--- src/rtl/fdc_host_pkg.sv ---
package fdc_host_pkg;

   typedef enum logic [1:0] {
      RT_ERR_UNLINKED = 2'b00,
      RT_ERR_LINKED   = 2'b01,
      RT_READY        = 2'b10,
      RT_RESERVED     = 2'b11
   } rtype_e;

   // decoded host access, one strobe per port action
   typedef struct packed {
      logic stat_rd;
      logic type_rd;
      logic res_rd;
      logic lo_wr;
      logic hi_wr;
      logic rst_wr;
      logic any_rd;
   } acc_dec_t;

   // bit position of drive d inside the ready byte
   function automatic int rdy_pos(input int d);
      return (d < 2) ? (6 + d) : (2 + d);
   endfunction

   localparam int STAT_PRESENT_BIT = 3;
   localparam int STAT_IRQ_BIT     = 2;
   localparam int STAT_DRV_BITS    = 2;

endpackage

--- src/rtl/fdc_port_decode.sv ---
module fdc_port_decode
   import fdc_host_pkg::*;
#(
   parameter int OFF_W     = 3,
   parameter int OFF_STAT  = 0,
   parameter int OFF_TYPE  = 1,
   parameter int OFF_START = 2,
   parameter int OFF_RES   = 3,
   parameter int OFF_RST   = 7
) (
   input  logic             acc_valid,
   input  logic             acc_write,
   input  logic [OFF_W-1:0] acc_offset,
   output acc_dec_t         dec
);

   localparam logic [OFF_W-1:0] K_STAT  = OFF_W'(OFF_STAT);
   localparam logic [OFF_W-1:0] K_TYPE  = OFF_W'(OFF_TYPE);
   localparam logic [OFF_W-1:0] K_START = OFF_W'(OFF_START);
   localparam logic [OFF_W-1:0] K_RES   = OFF_W'(OFF_RES);
   localparam logic [OFF_W-1:0] K_RST   = OFF_W'(OFF_RST);

   logic rd, wr;

   always_comb begin
      rd          = acc_valid && !acc_write;
      wr          = acc_valid &&  acc_write;
      dec.any_rd  = rd;
      dec.stat_rd = rd && (acc_offset == K_STAT);
      dec.type_rd = rd && (acc_offset == K_TYPE);
      dec.res_rd  = rd && (acc_offset == K_RES);
      dec.lo_wr   = wr && (acc_offset == K_TYPE);
      dec.hi_wr   = wr && (acc_offset == K_START);
      dec.rst_wr  = wr && (acc_offset == K_RST);
   end

endmodule

--- src/rtl/fdc_addr_latch.sv ---
module fdc_addr_latch #(
   parameter int DATA_W = 8,
   localparam int PTR_W = 2 * DATA_W
) (
   input  logic              clk,
   input  logic              rst_n,
   input  logic              lo_wr,
   input  logic              hi_wr,
   input  logic [DATA_W-1:0] wdata,
   output logic [PTR_W-1:0]  addr,
   output logic              start
);

   logic [DATA_W-1:0] lo_q, hi_q;

   always_ff @(posedge clk or negedge rst_n) begin
      if (!rst_n) begin
         lo_q  <= '0;
         hi_q  <= '0;
         start <= 1'b0;
      end else begin
         if (lo_wr) lo_q <= wdata;
         if (hi_wr) hi_q <= wdata;
         start <= hi_wr;
      end
   end

   assign addr = {hi_q, lo_q};

endmodule

--- src/rtl/fdc_result_store.sv ---
module fdc_result_store
   import fdc_host_pkg::*;
#(
   parameter int DATA_W  = 8,
   parameter int NUM_DRV = 2
) (
   input  logic               clk,
   input  logic               rst_n,
   input  logic               soft_rst,
   input  logic               type_rd,
   input  logic [NUM_DRV-1:0] drv_ready,
   input  logic               eng_done,
   input  logic               eng_irq_en,
   input  logic [1:0]         eng_rtype,
   input  logic [DATA_W-1:0]  eng_err,
   input  logic               eng_rdy_chg,
   output rtype_e             rtype,
   output logic [DATA_W-1:0]  err_byte,
   output logic               rdy_chg,
   output logic [NUM_DRV-1:0] rdy_snap,
   output logic               irq_ff
);

   logic snap_pend;
   logic take_err;

   assign take_err = eng_done && !eng_rtype[1];

   // result type, error byte and ready-changed flag
   always_ff @(posedge clk or negedge rst_n) begin
      if (!rst_n) begin
         rtype    <= RT_READY;
         err_byte <= '0;
         rdy_chg  <= 1'b0;
      end else if (soft_rst) begin
         rtype    <= RT_READY;
         rdy_chg  <= 1'b0;
      end else if (eng_done) begin
         rtype    <= rtype_e'(eng_rtype);
         rdy_chg  <= eng_rdy_chg;
         if (take_err) err_byte <= eng_err;
      end
   end

   // drive-ready snapshot, taken after hardware reset and on soft reset
   always_ff @(posedge clk or negedge rst_n) begin
      if (!rst_n) begin
         rdy_snap  <= '0;
         snap_pend <= 1'b1;
      end else begin
         snap_pend <= 1'b0;
         if (snap_pend || soft_rst) rdy_snap <= drv_ready;
      end
   end

   // interrupt flip-flop: reset > completion set > clearing read
   always_ff @(posedge clk or negedge rst_n) begin
      if (!rst_n)                      irq_ff <= 1'b0;
      else if (soft_rst)               irq_ff <= 1'b0;
      else if (eng_done && eng_irq_en) irq_ff <= 1'b1;
      else if (type_rd)                irq_ff <= 1'b0;
   end

endmodule

--- src/rtl/fdc_read_mux.sv ---
module fdc_read_mux
   import fdc_host_pkg::*;
#(
   parameter int DATA_W  = 8,
   parameter int NUM_DRV = 2
) (
   input  acc_dec_t           dec,
   input  rtype_e             rtype,
   input  logic [DATA_W-1:0]  err_byte,
   input  logic               rdy_chg,
   input  logic [NUM_DRV-1:0] rdy_snap,
   input  logic               irq_ff,
   output logic [DATA_W-1:0]  rdata
);

   localparam int STAT_DRV = (NUM_DRV < STAT_DRV_BITS) ? NUM_DRV : STAT_DRV_BITS;

   logic [DATA_W-1:0] stat_b, ready_b, res_b, type_b;

   always_comb begin
      stat_b = '0;
      stat_b[STAT_PRESENT_BIT] = 1'b1;
      stat_b[STAT_IRQ_BIT]     = irq_ff;
      for (int d = 0; d < STAT_DRV; d++) stat_b[d] = rdy_snap[d];
   end

   always_comb begin
      ready_b = '0;
      for (int d = 0; d < NUM_DRV; d++) ready_b[rdy_pos(d)] = rdy_snap[d];
   end

   always_comb begin
      type_b = {{(DATA_W-2){1'b0}}, rtype};
      if (rtype == RT_ERR_UNLINKED) res_b = err_byte;
      else if (rdy_chg)             res_b = ready_b;
      else                          res_b = '0;
   end

   always_comb begin
      rdata = '0;
      if (dec.stat_rd)      rdata = stat_b;
      else if (dec.type_rd) rdata = type_b;
      else if (dec.res_rd)  rdata = res_b;
   end

endmodule

--- src/rtl/fdc_host_regs.sv ---
module fdc_host_regs
   import fdc_host_pkg::*;
#(
   parameter int OFF_W     = 3,
   parameter int DATA_W    = 8,
   parameter int NUM_DRV   = 2,
   parameter int OFF_STAT  = 0,
   parameter int OFF_TYPE  = 1,
   parameter int OFF_START = 2,
   parameter int OFF_RES   = 3,
   parameter int OFF_RST   = 7
) (
   input  logic                  clk,
   input  logic                  rst_n,
   input  logic                  acc_valid,
   input  logic                  acc_write,
   input  logic [OFF_W-1:0]      acc_offset,
   input  logic [DATA_W-1:0]     acc_wdata,
   output logic [DATA_W-1:0]     acc_rdata,
   input  logic [NUM_DRV-1:0]    drv_ready,
   input  logic                  eng_done,
   input  logic                  eng_irq_en,
   input  logic [1:0]            eng_rtype,
   input  logic [DATA_W-1:0]     eng_err,
   input  logic                  eng_rdy_chg,
   output logic                  irq,
   output logic                  start,
   output logic [2*DATA_W-1:0]   pblk_addr
);

   localparam int N_PORTS = 1 << OFF_W;

   generate
      if (DATA_W != 8) begin : g_bad_width
         $error("fdc_host_regs: byte layouts need DATA_W of 8");
      end
      if (NUM_DRV < 1 || NUM_DRV > 4) begin : g_bad_drv
         $error("fdc_host_regs: NUM_DRV must be 1 to 4");
      end
      if (OFF_RST >= N_PORTS || OFF_RES >= N_PORTS || OFF_START >= N_PORTS) begin : g_bad_off
         $error("fdc_host_regs: port offset outside OFF_W range");
      end
   endgenerate

   acc_dec_t          dec;
   rtype_e            rtype;
   logic [DATA_W-1:0] err_byte;
   logic              rdy_chg;
   logic [NUM_DRV-1:0] rdy_snap;
   logic              irq_ff;

   fdc_port_decode #(
      .OFF_W(OFF_W), .OFF_STAT(OFF_STAT), .OFF_TYPE(OFF_TYPE),
      .OFF_START(OFF_START), .OFF_RES(OFF_RES), .OFF_RST(OFF_RST)
   ) u_dec (
      .acc_valid (acc_valid),
      .acc_write (acc_write),
      .acc_offset(acc_offset),
      .dec       (dec)
   );

   fdc_addr_latch #(.DATA_W(DATA_W)) u_addr (
      .clk  (clk),
      .rst_n(rst_n),
      .lo_wr(dec.lo_wr),
      .hi_wr(dec.hi_wr),
      .wdata(acc_wdata),
      .addr (pblk_addr),
      .start(start)
   );

   fdc_result_store #(.DATA_W(DATA_W), .NUM_DRV(NUM_DRV)) u_res (
      .clk        (clk),
      .rst_n      (rst_n),
      .soft_rst   (dec.rst_wr),
      .type_rd    (dec.type_rd),
      .drv_ready  (drv_ready),
      .eng_done   (eng_done),
      .eng_irq_en (eng_irq_en),
      .eng_rtype  (eng_rtype),
      .eng_err    (eng_err),
      .eng_rdy_chg(eng_rdy_chg),
      .rtype      (rtype),
      .err_byte   (err_byte),
      .rdy_chg    (rdy_chg),
      .rdy_snap   (rdy_snap),
      .irq_ff     (irq_ff)
   );

   fdc_read_mux #(.DATA_W(DATA_W), .NUM_DRV(NUM_DRV)) u_mux (
      .dec     (dec),
      .rtype   (rtype),
      .err_byte(err_byte),
      .rdy_chg (rdy_chg),
      .rdy_snap(rdy_snap),
      .irq_ff  (irq_ff),
      .rdata   (acc_rdata)
   );

   assign irq = irq_ff;

endmodule

--- config.mk ---
export PLATFORM = sky130hd
export DESIGN_NAME = fdc_host_regs
export DESIGN_NICKNAME = d
export VERILOG_FILES = /design/src/rtl/fdc_host_pkg.sv /design/src/rtl/fdc_port_decode.sv /design/src/rtl/fdc_addr_latch.sv /design/src/rtl/fdc_result_store.sv /design/src/rtl/fdc_read_mux.sv /design/src/rtl/fdc_host_regs.sv
export SDC_FILE = /design/constraint.sdc
export NUM_CORES = 1
export LEC_CHECK = 0
export BUFFER_PORTS_ARGS = -buffer_cell sky130_fd_sc_hd__clkbuf_2
export CAP_MARGIN = 20
export CORE_UTILIZATION = 35
export CTS_CLUSTER_DIAMETER = 30
export DETAILED_ROUTE_END_ITERATION = 8
export GPL_ROUTABILITY_DRIVEN = 0
export SKIP_LAST_GASP = 1
export SLEW_MARGIN = 0
export SYNTH_ARGS = -nofsm -noshare
export SYNTH_HDL_FRONTEND = slang
export SYNTH_SLANG_ARGS = --single-unit
--- constraint.sdc ---
create_clock -name clk -period 3.8 [get_ports clk]
set_clock_uncertainty 0.05 [all_clocks]
set_input_delay 0.95 -clock clk [delete_from_list [all_inputs] [get_ports clk]]
set_output_delay 0.95 -clock clk [all_outputs]
set_load 0.01 [all_outputs]
==> results of run 1 <==
path summary, 6_finish.rpt:
kind	depth (start not counted)	endpoint
worst max-delay path	5	acc_rdata[3]
worst min-delay path	1	u_addr.hi_q[0]
worst max register to register	2	u_res.rdy_snap[1]
worst min register to register	1	u_addr.hi_q[0]
max in group asynchronous	1	u_res.rdy_snap[0]
min in group asynchronous	1	u_res.err_byte[6]
report_power, final:
| part | switching (mW) | internal, mW | leakage (nW) |
|---|---|---|---|
| Clock | 0.116 | 0.147 | 0.0445 |
| Combinational | 0.0816 | 0.0893 | 0.449 |
| Sequential | 0.0334 | 0.403 | 0.382 |
registers in the layout, summed over array words and instances, names as in the netlist:
register	flops
u_addr.hi_q	8
u_addr.lo_q	8
u_res.err_byte	8
u_res.rdy_snap	2
u_res.rtype	2
u_addr.start	1
u_res.irq_ff	1
u_res.rdy_chg	1
u_res.snap_pend	1
stage by stage:
step / hold WS [ns] / setup WS (ns)
2_1_floorplan: 0.421 / 0.948
3_3_place_gp: 0.423 / 0.796
3_5_place_dp: 0.429 / 0.728
4_1_cts: 0.443 / 0.725
5_1_grt: 0.448 / 0.638
6_report: 0.436 / 0.704
worst max-delay path: stages:
cell and delay [ns]:
clkbuf_2 0.15, nor3b_1 0.44, nand2_1 0.17, o21ai_0 0.22, clkbuf_2 0.17
cells in the final DEF (no fill, tap or decap):
master / netlist / routed
o21ai_4: 1 / 1
nand3_1: 3 / 3
nand2b_1: 3 / 3
nor3b_1: 1 / 1
a41oi_1: 1 / 1
nand2_1: 6 / 6
nand3_2: 1 / 1
nor4_1: 1 / 1
a2bb2oi_1: 2 / 2
mux2_2: 24 / 24
clkinvlp_4: 0 / 1
o22ai_1: 1 / 1
nor3_1: 1 / 1
and2_1: 2 / 2
nor3_4: 1 / 1
and2b_1: 1 / 1
clkbuf_2: 0 / 55
o211ai_1: 2 / 2
mux2i_1: 2 / 2
o21ai_0: 1 / 1
a211oi_1: 1 / 1
nand3b_1: 1 / 1
and3_1: 2 / 2
nand4_1: 2 / 2
mux2_1: 2 / 2
a32o_1: 1 / 1
dfrtp_1: 30 / 30
clkbuf_1: 1 / 1
a21oi_1: 4 / 4
conb_1: 1 / 1
nor2_1: 6 / 6
dfstp_2: 2 / 2
clkbuf_8: 0 / 6
synth_stat cells (2+ instances only):
cell type	n
a21oi_1	4
a2bb2oi_1	2
and2_1	2
and3_1	2
buf_2	3
dfrtp_1	30
dfstp_2	2
mux2_1	2
mux2_2	24
mux2i_1	2
nand2_1	6
nand2b_1	3
nand3_1	3
nand4_1	2
nor2_1	6
o211ai_1	2
routing by layer:
metal / wire length, um / up-vias / share of wire (%)
met5: 0 / - / 0
met4: 0 / 0 / 0
li1: - / 514 / -
met3: 266 / 0 / 8.7
met2: 1530 / 49 / 50
met1: 1260 / 516 / 41
cell type report:
class | count | area [um^2]
clock buffer | 7 | 86.3
fill | 378 | 1940
tap | 48 | 60.1
clock inverter | 1 | 7.51
sequential | 32 | 803
timing repair buffer | 55 | 275
multi-input combinational | 74 | 599
cells by family after synthesis:
family	count (synthesis)
other	1
and+or+nand+nor	31
buffers and inverters	4
muxes	28
DFF	32
AOI/OAI and AO/OA	14
==> impl_metrics.env, run 1 <==
export IMPL_power_uw=869
export IMPL_hp_start="u_addr.hi_q[0]"
export IMPL_grt_use_total_pct=15.8
export IMPL_synth_xor_area_share_pct=0
export IMPL_use_met2_pct=27.3
export IMPL_setup_tns_ns=0
export IMPL_synth_area_leaders="dfrtp_1 (53%), mux2_2 (19%), dfstp_2 (3.7%)"
export IMPL_r2r_setup_slack_ns=2.64
export IMPL_fin_cells=217
export IMPL_fp_dieArea_um2=4320
export IMPL_grt_pass1_wl_um=4950
export IMPL_status="finished, final reports clean"
export IMPL_postCtsSetupBuffers=0
export IMPL_yosys_area_top_type="dfrtp_1"
export IMPL_hold_violations=0
export IMPL_cp_start_kind="input pin"
export IMPL_synth_compound_area_share_pct=7.48
export IMPL_postRouteAntennaNets=0
export IMPL_hp_class="register to register"
export IMPL_fmax_mhz=323
export IMPL_port_buffers=55
export IMPL_postSynthCellCount=110
export IMPL_p_per_area_nw_per_um2=475
export IMPL_antenna_found_initial=0
export IMPL_cts_resized_gates=0
export IMPL_cts_made_buffers=5
export IMPL_dp_cells=209
export IMPL_cap_violations=0
export IMPL_async_flop_share_pct=100
export IMPL_synth_area_um2=1420
export IMPL_routed_wl_um=3060
export IMPL_ys_flop_type="dfrtp_1"
export IMPL_finalSetupViolations=0
export IMPL_path_max_fanout=7
export IMPL_dr_total_vias=1079
export IMPL_netlist_area_leader_share_pct=52.8
export IMPL_p_leak_nw=0.875
export IMPL_critPathRequiredTime_ns=2.80
export IMPL_antenna_cells=0
export IMPL_setup_worst_path_class="input pin to output port"
export IMPL_arrival_ns=2.10
export IMPL_tightestPinTransition_ns=0.793
export IMPL_r2r_start="u_res.snap_pend"
export IMPL_nets=198
export IMPL_grtUsageMet3_pct=6.77
export IMPL_grt_ovfl_total=0
export IMPL_post_route_min_period_ns=3.10
export IMPL_core_rowCount=22
export IMPL_ios=56
export IMPL_drive_gt1_share_pct=53.8
export IMPL_syn_area_per_cell_um2=12.9
export IMPL_h_tree_depth=2
export IMPL_grt_use_met1_pct=17.5
export IMPL_cts_hold_buffers=0
export IMPL_synth_edff_count=0
export IMPL_dr_pass1_iters=4
export IMPL_post_drt_wl_per_cell_um=14.1
export IMPL_clock_path_buffers=2
export IMPL_synthDistinctLibCells=31
export IMPL_syn_num_nets=140
export IMPL_synth_simple_area_share_pct=12.4
export IMPL_min_period_over_period_pct=81.5
export IMPL_synthMuxAreaShare_pct=22.0
export IMPL_fin_area_um2=1830
export IMPL_rsz0062_at_grt="no"
export IMPL_initial_utilization_pct=37.7
export IMPL_drc_errors=0
export IMPL_synth_top_family_by_area="multiplexers"
export IMPL_cp_startpoint="acc_offset[2]"
export IMPL_cts_clk_slew_worst_paths_ns=0.06
export IMPL_cts_tree="built"
export IMPL_irDropWorstVdd_mv=0.252
export IMPL_vias_per_cell=4.97
export IMPL_final_util_pct=48.6
export IMPL_grt_start_max_net_pins=33
export IMPL_first_global_vias=1099
export IMPL_ys_ff_latch=32
export IMPL_grt_busiest_layer="met2"
export IMPL_drtIter0Drc=38
export IMPL_cp_end_kind="output port"
export IMPL_tritoncts_num_sinks=32
export IMPL_cts_root_buf="clkbuf_8"
export IMPL_maxSlewViolCount=0
export IMPL_die_h_um=65.7
export IMPL_postPlaceCellArea_um2=1740
export IMPL_core_area_um2=3770
export IMPL_yosys_warnings=0
export IMPL_hpwl_um=2400
export IMPL_seq_area_frac_synth_pct=56.5
export IMPL_die_w_um=65.7
export IMPL_maxSlewHeadroom_pct=47.1
export IMPL_clkLatencyLatePin_ns=0.27
export IMPL_area_growth_syn_to_layout_pct=28.9
export IMPL_synth_fa_ha_area_share_pct=0
(Power assumes the default switching activity.)
==> inputs of run 2 (changes only) <==
--- a/config.mk
+++ b/config.mk
@@ -5,6 +5,7 @@
 export SDC_FILE = /design/constraint.sdc
 export NUM_CORES = 1
 export LEC_CHECK = 0
+export ABC_AREA = 1
 export BUFFER_PORTS_ARGS = -buffer_cell sky130_fd_sc_hd__clkbuf_2
 export CAP_MARGIN = 20
 export CORE_UTILIZATION = 35
==> constraint.sdc (replaced) <==
create_clock -name clk -period 3 [get_ports clk]
set_clock_uncertainty 0.05 [all_clocks]
set_input_delay 0.75 -clock clk [delete_from_list [all_inputs] [get_ports clk]]
set_output_delay 0.75 -clock clk [all_outputs]
set_load 0.01 [all_outputs]
==> run 2 against run 1 <==
Power rose by 23%. Register-to-register slack got worse by 0.52 ns. Core utilization fell by 3.4 points. Clock-buffer cell count up 1. Flip-flop and latch count stayed put. Global-route usage decreased by 0.68 points. Largest power group unchanged.
==> impl_metrics.env, run 2 <==
export IMPL_status="finished, final reports clean"
export IMPL_tightestPinTransition_ns=0.802
export IMPL_slowest_delay_ns=0.18
export IMPL_core_area_um2=4320
export IMPL_clkLatencyLatePin_ns=0.27
export IMPL_die_h_um=69.0
export IMPL_fin_cells=286
export IMPL_synth_top_family_by_area="simple AND/OR/NAND/NOR gates"
export IMPL_synthMuxAreaShare_pct=0
export IMPL_cts_hold_buffers=0
export IMPL_grt_start_max_net_pins=33
export IMPL_cts_made_buffers=5
export IMPL_postSynthCellCount=175
export IMPL_setup_tns_ns=0
export IMPL_r2r_start="u_res.rtype[1]"
export IMPL_drc_errors=0
export IMPL_hpwl_um=2480
export IMPL_fp_dieArea_um2=4760
export IMPL_setup_worst_path_class="input pin to output port"
export IMPL_post_drt_wl_per_cell_um=11.7
export IMPL_r2r_end="u_res.rtype[1]"
export IMPL_grt_pass1_wl_um=5750
export IMPL_synth_top_cells_by_count="nand2_1 (48), dfrtp_1 (30), inv_1 (19), nand4_1 (13), nand3_1 (10)"
export IMPL_critPathRequiredTime_ns=2.20
export IMPL_seq_area_frac_synth_pct=51.1
export IMPL_p_leak_nw=1.09
export IMPL_layout_commonest_cell="clkbuf_2"
export IMPL_syn_num_nets=205
export IMPL_cts_clk_slew_worst_paths_ns=0.06
export IMPL_hp_class="register to register"
export IMPL_maxSlewHeadroom_pct=46.5
export IMPL_area_growth_syn_to_layout_pct=24.4
export IMPL_synth_xor_area_share_pct=0
export IMPL_synth_area_um2=1570
export IMPL_postRouteAntennaNets=0
export IMPL_cts_root_buf="clkbuf_8"
export IMPL_postCtsSetupBuffers=0
export IMPL_port_buffers=55
export IMPL_antenna_found_initial=0
export IMPL_dr_pass1_iters=4
export IMPL_drtIter0Drc=82
export IMPL_crit_buf_inv=3
export IMPL_min_period_over_period_pct=81.4
export IMPL_hp_start="u_res.err_byte[4]"
export IMPL_min_to="u_res.err_byte[4]"
export IMPL_r2r_setup_slack_ns=2.12
export IMPL_yosys_warnings=0
export IMPL_ys_ff_latch=32
export IMPL_synth_area_leaders="dfrtp_1 (48%), nand2_1 (11%), nand4_1 (5.2%)"
export IMPL_preCtsSetupSlack_ns=0.559
export IMPL_first_global_vias=1291
export IMPL_yosysMostFrequentCell="nand2_1"
export IMPL_post_route_min_period_ns=2.44
export IMPL_syn_area_per_cell_um2=8.98
export IMPL_cp_end_kind="output port"
export IMPL_dr_total_vias=1313
export IMPL_ios=56
export IMPL_yosys_area_top_type="dfrtp_1"
export IMPL_clock_path_buffers=2
export IMPL_nets=263
export IMPL_cts_tree="built"
export IMPL_n_fill_cell=465
export IMPL_setup_slack_ns=0.558
export IMPL_drive_gt1_share_pct=37.2
export IMPL_grt_use_total_pct=15.1
export IMPL_irDropWorstVdd_mv=0.288
export IMPL_cp_startpoint="acc_valid"
export IMPL_path_delay_family="simple AND/OR/NAND/NOR gates"
export IMPL_synth_fa_ha_area_share_pct=0
export IMPL_whs_ns=0.424
export IMPL_die_w_um=69.0
export IMPL_min_path_cells=2
export IMPL_critical_path_cell_chain="clkbuf_2 -> inv_2 -> nor2_4 -> nand2_2 -> nor2_4 -> nand2_2 -> nor2_1 -> clkbuf_2"
export IMPL_dp_cells=278
export IMPL_fmax_mhz=410
export IMPL_hold_violations=0
export IMPL_antenna_cells=0
export IMPL_worst_r2r_path_depth=2
export IMPL_routed_wl_um=3330
export IMPL_rsz0062_at_grt="no"
export IMPL_synth_compound_area_share_pct=9.24
export IMPL_async_flop_share_pct=100
export IMPL_top_regs="u_addr.hi_q x8, u_addr.lo_q x8, u_res.err_byte x8"
export IMPL_cts_resized_gates=0
export IMPL_p_per_area_nw_per_um2=547
export IMPL_finalSetupViolations=0
export IMPL_netlist_area_leader_share_pct=47.8
export IMPL_h_tree_depth=2
export IMPL_ys_flop_type="dfrtp_1"
export IMPL_arrival_ns=1.64
export IMPL_vias_per_cell=4.59
export IMPL_path_max_fanout=9
export IMPL_final_cell_mix="clkbuf_2 (55), nand2_1 (48), dfrtp_1 (30), inv_1 (19), nand4_1 (13)"
export IMPL_maxSlewViolCount=0
export IMPL_slowest_stage="nor2_4"
export IMPL_core_rowCount=24
export IMPL_synthDistinctLibCells=23
export IMPL_cp_start_kind="input pin"
export IMPL_tritoncts_num_sinks=32
export IMPL_grt_ovfl_total=0
export IMPL_initial_utilization_pct=36.3
export IMPL_synth_simple_area_share_pct=31.4
export IMPL_cap_violations=0
export IMPL_synth_edff_count=0
-- run 2: cell count changes after synthesis, moves of 8 or more --
cell     change
nand4_1     +11
mux2_2      -24
o21ai_2      +8
nand2_1     +42
o21ai_1      +8
inv_1       +19
-- run 2: cells by family after synthesis --
kind of cell,count (synthesis)
other cells,1
flops,32
buf+inv,27
compound gates,23
simple gates,92
-- run 2: worst max-delay path by stage --
stage	endpoint	slack, ns	cells after the start
2_1_floorplan	acc_rdata[2]	0.85	4
3_3_place_gp	acc_rdata[4]	0.57	8
3_5_place_dp	acc_rdata[5]	0.56	8
4_1_cts	acc_rdata[5]	0.56	8
5_1_grt	acc_rdata[3]	0.43	8
6_report	acc_rdata[5]	0.56	8
-- run 2: cell type report --
type                    count  area, um^2  share of cell area (%)
flip-flops and latches     32         803                    41.1
multi-input cells         116         642                    32.8
repair buffers             55         275                    14.1
inverters                  23        88.8                    4.55
clock buffers               8        80.1                    4.10
well taps                  52        65.1                    3.33
-- run 2: power breakdown --
| part | switching [mW] | total [mW] | leakage (nW) | internal [mW] |
|---|---|---|---|---|
| registers | 0.0408 | 0.541 | 0.396 | 0.500 |
| logic | 0.127 | 0.219 | 0.652 | 0.0916 |
| clock network | 0.144 | 0.308 | 0.0395 | 0.165 |
-- run 2: layer usage --
layer  vias up  global-route usage, %  routed length (um)
met5         -                      0                   0
met4         0                   4.76                  31
met3         5                   4.97                 251
met2        52                   23.4                1440
met1       578                   19.9                1610
li1        678                      -                   -
-- run 2: worst min-delay path, delay by kind of cell (launching register included) --
kind / cells / cell delay (ns)
AND/OR/NAND/NOR: 2 / 0.09
flip-flops: 1 / 0.35
-- run 2: metrics by stage --
step,util [%],instance area (um^2),power (mW)
global placement,43.3,1870,0.767
floorplan,-,1570,0.668
finish,45.2,1950,1.07
detailed placement,43.3,1870,0.771
global route,45.2,1950,1.14
CTS,45.2,1950,1.09
==> inputs of run 3 (changes only) <==
==> constraint.sdc (replaced) <==
create_clock -name clk -period 2.3 [get_ports clk]
set_clock_uncertainty 0.05 [all_clocks]
set_input_delay 0.575 -clock clk [delete_from_list [all_inputs] [get_ports clk]]
set_output_delay 0.575 -clock clk [all_outputs]
set_load 0.01 [all_outputs]
==> run 3 against run 2 <==
Flip-flop and latch count stayed put. First-iteration DRC count grew 18%. Register-to-register slack got worse by 0.71 ns. Highest routed layer is now met3.
==> impl_metrics.env, run 3 (same netlist as run 2, synthesis figures left out) <==
export IMPL_tritoncts_num_sinks=32
export IMPL_clock_path_buffers=2
export IMPL_wirelength_met1_um=1550
export IMPL_drive_gt1_share_pct=38.0
export IMPL_drtIter0Drc=97
export IMPL_power_mw=1.43
export IMPL_antenna_found_initial=0
export IMPL_area_growth_syn_to_layout_pct=25.2
export IMPL_core_rowCount=24
export IMPL_dr_total_vias=1324
export IMPL_arrival_ns=1.46
export IMPL_p_leak_nw=1.09
export IMPL_top_regs="u_addr.hi_q x8, u_addr.lo_q x8, u_res.err_byte x8"
export IMPL_p_per_area_nw_per_um2=725
export IMPL_grt_pass1_wl_um=5620
export IMPL_vias_per_cell=4.63
export IMPL_port_buffers=55
export IMPL_whs_ns=0.320
export IMPL_cts_root_buf="clkbuf_8"
export IMPL_grt_start_max_net_pins=33
export IMPL_nets=263
export IMPL_postPlaceCellArea_um2=1870
export IMPL_post_drt_wl_per_cell_um=11.2
export IMPL_grt_ovfl_total=0
export IMPL_top_layer="met3"
export IMPL_post_route_min_period_ns=2.09
export IMPL_dr_pass1_iters=4
export IMPL_layout_commonest_cell="clkbuf_2"
export IMPL_tightestPinTransition_ns=0.785
export IMPL_critPathRequiredTime_ns=1.67
export IMPL_postRouteAntennaNets=0
export IMPL_cp_end_kind="output port"
export IMPL_fp_dieArea_um2=4760
export IMPL_antenna_cells=0
export IMPL_dp_cells=278
export IMPL_postCtsSetupBuffers=0
export IMPL_cap_violations=0
export IMPL_routed_wl_um=3210
export IMPL_die_h_um=69.0
export IMPL_grt_use_total_pct=14.8
export IMPL_setup_slack_ns=0.214
export IMPL_fmax_mhz=479
export IMPL_cts_made_buffers=5
export IMPL_finalSetupViolations=0
export IMPL_setup_worst_path_class="input pin to output port"
export IMPL_slowest_stage="nor2_4"
export IMPL_multi_input_area_um2=644
export IMPL_preCtsSetupSlack_ns=0.206
export IMPL_hpwl_um=2460
export IMPL_h_tree_depth=2
export IMPL_path_max_fanout=9
export IMPL_wl_met2_um=1450
export IMPL_drc_errors=0
export IMPL_cts_resized_gates=0
export IMPL_slowest_delay_ns=0.18
export IMPL_min_period_over_period_pct=90.7
export IMPL_final_cell_mix="clkbuf_2 (55), nand2_1 (48), dfrtp_1 (30), inv_1 (19), nand4_1 (13)"
export IMPL_first_global_vias=1256
export IMPL_cts_tree="built"
export IMPL_die_w_um=69.0
export IMPL_dr_wl_met3_um=216
export IMPL_setup_tns_ns=0
export IMPL_hp_class="input pin to async pin"
export IMPL_ios=56
export IMPL_cp_start_kind="input pin"
export IMPL_maxSlewViolCount=0
export IMPL_cts_hold_buffers=0
export IMPL_initial_utilization_pct=36.3
export IMPL_core_area_um2=4320
export IMPL_seq_area_um2=803
export IMPL_critical_path_cell_chain="clkbuf_2 -> inv_2 -> nor2_4 -> nand2_2 -> nor2_4 -> nand2_2 -> nor2_1 -> clkbuf_2"
export IMPL_hold_violations=0
export IMPL_fin_cells=286
export IMPL_cts_clk_slew_worst_paths_ns=0.06
export IMPL_status="finished, final reports clean"
export IMPL_n_fill_cell=449
export IMPL_rsz0062_at_grt="no"
export IMPL_irDropWorstVdd_mv=0.366
export IMPL_final_util_pct=45.5
export IMPL_clkLatencyLatePin_ns=0.27
export IMPL_maxSlewHeadroom_pct=47.7
export IMPL_fin_area_um2=1970
[run 3: cell counts in the layout (fill, tap and decap cells not counted)]
Identical to the previous run, type by type.
[run 3: per-layer routing]
metal	up-vias	global-route usage (%)
li1	680	-
met4	0	4.08
met2	47	22.8
met3	0	4.97
met5	-	0
met1	597	19.8
[run 3: layout make-up]
| class | count | area share (%) |
|---|---|---|
| multi-input combinational | 116 | 32.8 |
| clock buffer | 8 | 4.58 |
| inverter | 23 | 4.52 |
| timing repair buffer | 55 | 14.0 |
| tap | 52 | 3.31 |
| sequential | 32 | 40.8 |
[run 3: power breakdown]
part	internal, mW	switching [mW]
clock	0.244	0.190
sequential	0.653	0.0553
combinational	0.120	0.165
total	1.02	0.410
[run 3: final timing paths]
kind | startpoint | to | slack [ns] | depth (start not counted)
hold reg to reg | u_res.err_byte[4] | u_res.err_byte[4] | 0.42 | 2
setup / recovery | acc_valid | acc_rdata[4] | 0.21 | 8
hold / removal | rst_n | u_res.rdy_snap[1] | 0.32 | 1
max in group asynchronous | rst_n | u_addr.hi_q[2] | 1.38 | 1
setup reg to reg | u_res.rtype[1] | u_res.rtype[1] | 1.41 | 2
min in group clk | u_res.err_byte[4] | u_res.err_byte[4] | 0.42 | 2
[run 3: worst max-delay path: cells and delay by family]
family	cells	cell delay, ns
buffers and inverters	3	0.34
AND/OR/NAND/NOR	5	0.55
